`src/rtl/softstart_fault_seq.sv`:
```
module softstart_fault_seq #(
  parameter int LVL_W = 12
) (
  input  logic             clk_i,
  input  logic             rst_ni,
  input  logic             tick_i,
  input  logic             pgood_i,
  input  logic             ocp_i,
  input  logic [LVL_W-1:0] duty_req_i,
  input  logic [LVL_W-1:0] chg_step_i,
  input  logic [LVL_W-1:0] dis_step_i,
  input  logic [LVL_W-1:0] full_thr_i,
  input  logic [LVL_W-1:0] restart_thr_i,
  output logic [LVL_W-1:0] ss_level_o,
  output logic [LVL_W-1:0] duty_o,
  output logic             drive_en_o,
  output logic             fault_o,
  output logic             ss_done_o,
  output logic [2:0]       state_o
);

  typedef enum logic [2:0] {
    ST_IDLE   = 3'd0,
    ST_RAMP   = 3'd1,
    ST_RUN    = 3'd2,
    ST_DRAIN  = 3'd3,
    ST_FILL   = 3'd4
  } mode_e;

  localparam logic [LVL_W-1:0] LVL_MAX = '1;

  mode_e            state_q, state_d;
  logic [LVL_W-1:0] lvl_q, lvl_d;
  logic [LVL_W:0]   up_sum;
  logic [LVL_W-1:0] up_sat, dn_sat;
  logic             at_full, at_restart, charging;

  assign up_sum     = {1'b0, lvl_q} + {1'b0, chg_step_i};
  assign up_sat     = up_sum[LVL_W] ? LVL_MAX : up_sum[LVL_W-1:0];
  assign dn_sat     = (lvl_q < dis_step_i) ? '0 : lvl_q - dis_step_i;
  assign at_full    = lvl_q >= full_thr_i;
  assign at_restart = lvl_q <= restart_thr_i;
  assign charging   = (state_q == ST_RAMP) || (state_q == ST_RUN) || (state_q == ST_FILL);

  always_comb begin
    state_d = state_q;
    lvl_d   = lvl_q;
    if (tick_i && charging)              lvl_d = up_sat;
    if (tick_i && state_q == ST_DRAIN)   lvl_d = dn_sat;
    unique case (state_q)
      ST_IDLE:  state_d = ocp_i ? ST_DRAIN : ST_RAMP;
      ST_RAMP:  if (ocp_i) state_d = ST_FILL;
                else if (at_full) state_d = ST_RUN;
      ST_RUN:   if (ocp_i) state_d = ST_DRAIN;
      ST_FILL:  if (at_full) state_d = ST_DRAIN;
      ST_DRAIN: if (at_restart && !ocp_i) state_d = ST_RAMP;
      default:  state_d = ST_IDLE;
    endcase
    if (!pgood_i) begin
      state_d = ST_IDLE;
      lvl_d   = '0;
    end
  end

  always_ff @(posedge clk_i or negedge rst_ni) begin
    if (!rst_ni) begin
      state_q <= ST_IDLE;
      lvl_q   <= '0;
    end else begin
      state_q <= state_d;
      lvl_q   <= lvl_d;
    end
  end

  assign drive_en_o = pgood_i && !ocp_i && (state_q == ST_RAMP || state_q == ST_RUN);
  assign duty_o     = !drive_en_o ? '0 : (duty_req_i < lvl_q) ? duty_req_i : lvl_q;
  assign ss_level_o = lvl_q;
  assign fault_o    = (state_q == ST_DRAIN) || (state_q == ST_FILL);
  assign ss_done_o  = state_q == ST_RUN;
  assign state_o    = state_q;

endmodule

```
`config.mk`:
```
export PLATFORM = sky130hd
export DESIGN_NAME = softstart_fault_seq
export DESIGN_NICKNAME = d
export VERILOG_FILES = /design/src/rtl/softstart_fault_seq.sv
export SDC_FILE = /design/constraint.sdc
export NUM_CORES = 1
export LEC_CHECK = 0
export ABC_AREA = 1
export BUFFER_PORTS_ARGS = -buffer_cell sky130_fd_sc_hd__buf_2
export CELL_PAD_IN_SITES_DETAIL_PLACEMENT = 0
export CELL_PAD_IN_SITES_GLOBAL_PLACEMENT = 1
export CORE_MARGIN = 1
export CORE_UTILIZATION = 39
export CTS_CLUSTER_SIZE = 16
export DETAILED_ROUTE_END_ITERATION = 8
export GPL_ROUTABILITY_DRIVEN = 0
export PLACE_DENSITY_LB_ADDON = 0.08
export SLEW_MARGIN = 20
export SYNTH_ARGS = -nofsm -noshare
export SYNTH_HDL_FRONTEND = slang
export SYNTH_SLANG_ARGS = --single-unit
```
`constraint.sdc`:
```
create_clock -name clk_i -period 3 [get_ports clk_i]
set_input_delay 0.3 -clock clk_i [delete_from_list [all_inputs] [get_ports clk_i]]
set_output_delay 0.3 -clock clk_i [all_outputs]
set_load 0.1 [all_outputs]
```
* Word-level counts from Yosys, hierarchy flattened
Cells that the tools add are included.
** Operators by class
- Equality and inequality tests :: 9
- $add $sub $neg :: 2
- Reduce and logical (&&, ||, !) cells :: 11
- Muxes and demuxes :: 15
- $lt $le $gt $ge :: 4
** Operators by type and width (number)
- $mux 12 :: 7
- $lt 12x12->1 :: 2
- $mux 3 :: 6
- $pmux 3 s5 :: 1
- $add 12x12->13 :: 1
- $ge 12x12->1 :: 1
- $le 12x12->1 :: 1
- $sub 12x12->12 :: 1
- $eq 3x2->1 const B :: 2
- $ne 3x3->1 const B :: 2
- $logic_and 1x1->1 :: 5
- $ne 4x4->1 const B :: 1
- $reduce_and 4->1 :: 1
- $eq 3x1->1 const B :: 1
- $eq 3x3->1 const B :: 1
- $logic_not 3->1 :: 1
- $logic_or 1x1->1 :: 3
- $ne 3x1->1 const B :: 1
- $ne 3x2->1 const B :: 1
- $mux 2 :: 1
- $logic_not 1->1 :: 1
** Word-level totals
- Bits in registers :: 15

* Longest topological paths before layout
- Word-level depth :: 7
- Depth in mapped cells :: 15

* Least setup slack after synthesis
Ideal clock, no wire load.
- Path kind :: reg-to-output
- From :: register state_q[1], in the netlist state_o[1]
- To :: output port duty_o[10]
- Slack :: -1208 ps
- Path buffers :: 1
- Stages on the path, launching flop included :: 10
- Arrival :: 3908 ps
- Required time :: 2700 ps
- Cell sequence :: dfrtp_1 -> inv_1 -> nor2_2 -> nand2_2 -> inv_2 -> or2_1 -> and3_2 -> buf_6 -> o21ai_0 -> a21oi_1
** On the way
- Word-level cells in the longest chain between the ends :: 4
- Elaborated cells between the ends (all ways) :: 5
- Classes of those cells :: eq/ne (2); mux (1); reduce/logical (2)
** RTL lines
- from (decl) :: line 32 : mode_e state_q, state_d;
- from (signal assigned) :: line 70 : state_q <= state_d;
- $eq 3x2->1
- via ss_done_o :: line 18 : output logic ss_done_o,
- $logic_or 1x1->1 :: line 75 : assign drive_en_o = pgood_i && !ocp_i && (state_q == ST_RAMP || state_q == ST_RUN);
- $logic_and 1x1->1 :: line 75
- via drive_en_o :: line 16 : output logic drive_en_o,
- $mux 12 :: line 76 : assign duty_o = !drive_en_o ? '0 : (duty_req_i < lvl_q) ? duty_req_i : lvl_q;
- to (decl) :: line 15 : output logic [LVL_W-1:0] duty_o,
The timed path passes the listed nets, and every way through them passes these cells.

* Worst setup path after layout
- From :: register lvl_q[7], in the netlist ss_level_o[7]
- To :: output port duty_o[2]
** On the way
- Word-level cells in the longest chain between the ends :: 3
** RTL lines
- from (decl) :: line 33 : logic [LVL_W-1:0] lvl_q, lvl_d;
- from (signal assigned) :: line 71 : lvl_q <= lvl_d;
- $lt 12x12->1 :: line 76
- $mux 12 (2 in a row) :: line 76
No other way between the ends.

==> reports/metrics.csv <==
metric;value;unit
CP delay by family, top;buffers and inverters;
Die Y-Extent;91.6;um
worst skew pair latency;0.25;ns
Seq pwr share;13.8;%
slowest stage delay, CP;0.50;ns
switching pwr;2440;uW
first-pass GRT wire length;15300;um
EDFF count, synth;0;
hold path startpoint;ocp_i;
worst IR drop on VDD;0.561;mV
synth top area cells;ha_1 (24%), nand2_1 (15%), dfrtp_1 (12%);
initial drt markers;110;
antenna cell count;0;
Final Net Count;729;
worst setup path class;register to primary output;
Crit. End Element;primary output;
Hold WC Path Type;input port to register;
DRC Markers;0;
worst flop-to-flop path startpoint;ss_level_o[0]$_DFFE_PN0P_;
total grt overflow;0;
reg-to-reg endpoint;ss_level_o[9]$_DFFE_PN0P_;
Initial Utilization;40.3;%
Synth Warn #;0;
Cell Rows;32;
initial antenna violation count;0;
die area;8400;sq um
H-tree depth reported by CTS;1;
IO Count;95;
min cycle time layout;2.80;ns
Yosys reg bits;15;
setup_tns;0;ns
Post-Route WL;9370;um
synthesized area;3130;sq um
Final period util;93.2;%
most frequent CP cell;nand2_1;
cts bufs inserted;3;
R2R setup slack;0.70;ns
FILL cells;822;
crit path from;ss_level_o[7]$_DFFE_PN0P_;
I/O Buffers;94;
worst slack, placed;0.465;ns
clk_skew;0.00160;ns
most common cell in the synthesized netlist;nand2_1;
max frequency;358;MHz
number of buffers added for setup after CTS;0;
sw frac;64.9;%
CP bufs+invs;3;
status;completed;
crit path cell chain;inv_1, ha_1, nand2_1, or2_1, a21oi_1, nor2_1, nand2_1, buf_4, o21ai_0, a21oi_4, buf_12;
final hold vios;0;
clock power share;4.5;%
largest net degree at the start of global routing;16;
CP max FO;12;
syn nets;630;
dpl hpwl;7820;um
DIE WIDTH;91.6;um
worst slew pin tran;0.488;ns
Crit. path cell count;11;
RSZ-0062 raised after global routing;no;
clock sinks;15;
vias per cell;4.95;
Critical Path AT;2.50;ns
core area;7770;sq um
Syn Area/Cell;6.22;sq um
power per standard cell area;911;nW/um^2
Final WS setup;0.203;ns
register area;413;sq um
DR vias;3482;
CTS clk-pin slew, worst paths;0.06;ns
CP Launch Type;register;
Max Cap Viol;0;
worst path required time;2.70;ns
top-area cell type share of the netlist area;23.6;%
Leak Pwr;0.00232;uW
Async SR Flop Fraction;100;%
Multi-input gate area;2480;sq um
Worst slew margin;67.7;%
Netlist cell types;37;
Cells after Synth;504;
number of global-route vias before repair;3205;
register area share after synthesis;12.0;%
Worst R2R Path Depth;14;
Clock Path Buffers;2;
Wirelength per Cell;13.3;um
main flop type after synthesis;dfrtp_1;
Pint;1320;uW
Total GRT Usage;22.9;%
drt pass-1 iters;4;
Comb power frac;81.7;%
Synth top cells by count;nand2_1 (123), inv_1 (91), ha_1 (59), a21oi_1 (45), nand3_1 (45);
Synth-to-Final Area Change;31.7;%
final antenna-violating net count;0;
TritonCTS clock tree;built;
share of cells above drive strength 1;23.4;%
critical-path cell with the highest stage delay;dfrtp_4;
Slew Viols, Final;0;
Worst Setup EP;duty_o[2];
Synth area leader;ha_1;
CTS Root Cell;clkbuf_8;
Setup violations, final;0;
==> placed cells by master (no fill, tap or decap), types with 2 or more instances in the layout <==
| cell type | Yosys | final |
|---|---|---|
| nand2_1 | 123 | 123 |
| clkbuf_8 | 0 | 3 |
| dfrtp_2 | 0 | 6 |
| nor2_1 | 31 | 31 |
| ha_1 | 59 | 59 |
| o22ai_2 | 2 | 2 |
| buf_12 | 1 | 12 |
| a21oi_1 | 45 | 33 |
| a21o_1 | 3 | 3 |
| or2_1 | 2 | 2 |
| inv_2 | 2 | 2 |
| nor3_1 | 6 | 6 |
| inv_1 | 91 | 91 |
| o21ai_0 | 31 | 31 |
| buf_4 | 1 | 5 |
| o21ai_1 | 2 | 2 |
| buf_2 | 2 | 82 |
| a21oi_4 | 0 | 12 |
| fa_1 | 2 | 2 |
| nand4_1 | 9 | 9 |
| xnor2_1 | 8 | 8 |
| nand3_1 | 45 | 45 |
| a31oi_1 | 2 | 2 |
| o21bai_1 | 2 | 2 |
| o21ai_2 | 2 | 2 |
| xor2_1 | 5 | 5 |
| dfrtp_4 | 0 | 8 |
==> repair_timing <==
action,4_1_cts,5_1_grt
hold endpoints to repair,15,0
hold buffers,1,0
resized for setup,0,0
setup endpoints to repair,0,0
==> worst reg2reg max path, cell delays in order, from the launching register on <==
cell,delay [ns]
dfrtp_1,0.41
inv_1,0.08
ha_1,0.13
inv_1,0.07
fa_1,0.44
nand3_1,0.10
nand2_1,0.08
nand2_1,0.08
nand2_1,0.10
nand2_1,0.08
nand3_1,0.20
nand3_1,0.18
nand2_1,0.10
nand3_1,0.10
nand2_1,0.05
==> metal layers <==
layer	wire length (um)	GRT usage (%)	part of all wire, %
met5	0	0	0
met1	4510	30.9	48
met3	370	2.90	3.9
met2	4440	39.8	47
met4	47	2.91	0.50
==> worst min-delay path by stage <==
stage / to / slack, ns / cells past startpoint
3_3_place_gp: state_o[1]$_DFFE_PN0P_ / 0.23 / 1
3_5_place_dp: state_o[1]$_DFFE_PN0P_ / 0.23 / 1
2_1_floorplan: ss_level_o[0]$_DFFE_PN0P_ / 0.004 / 0
4_1_cts: state_o[2]$_DFFE_PN0P_ / 0.34 / 3
6_report: state_o[2]$_DFFE_PN0P_ / 0.34 / 3
5_1_grt: state_o[2]$_DFFE_PN0P_ / 0.35 / 3
==> state kept, by name, summed over array words and instances, names as in the netlist <==
register    cells
ss_level_o     12
state_o         3
==> per-stage QoR <==
step           instances  total power, uW  area, sq um  hold WS (ns)  util [%]
2_1_floorplan        504             2870         3310       0.00441         -
3_3_place_gp         699             3570         4070         0.226      52.4
3_5_place_dp         699             3590         4070         0.229      52.4
4_1_cts              704             3770         4130         0.343      53.1
5_1_grt              704             4120         4130         0.355      53.1
6_report             704             3760         4130         0.338      53.1
==> logic make-up after synthesis <==
kind of cell | share of synthesized area (%)
AND/OR/NAND/NOR | 30.6
buffers and inverters | 13.1
AO/OA/AOI/OAI | 15.9
adder cells (fa/ha/maj) | 24.8
flip-flops | 12.0
XOR/XNOR | 3.63
==> power by group through the flow <==
stage,registers [uW],clock network [uW],logic [uW]
final,520,168,3070
after global routing,539,181,3400
after detailed placement,530,0,3060
after CTS,525,170,3080
after floorplan,1010,0,1860
after global placement,529,0,3040
==> layout make-up <==
type	count	area share [%]
clock buffer	3	1.00
clock inverter	1	0.121
inverter	94	8.67
multi-input combinational	389	60.2
sequential	15	10.0
tap	102	3.09
timing repair buffer	100	16.9
(Power assumes the default switching activity.)
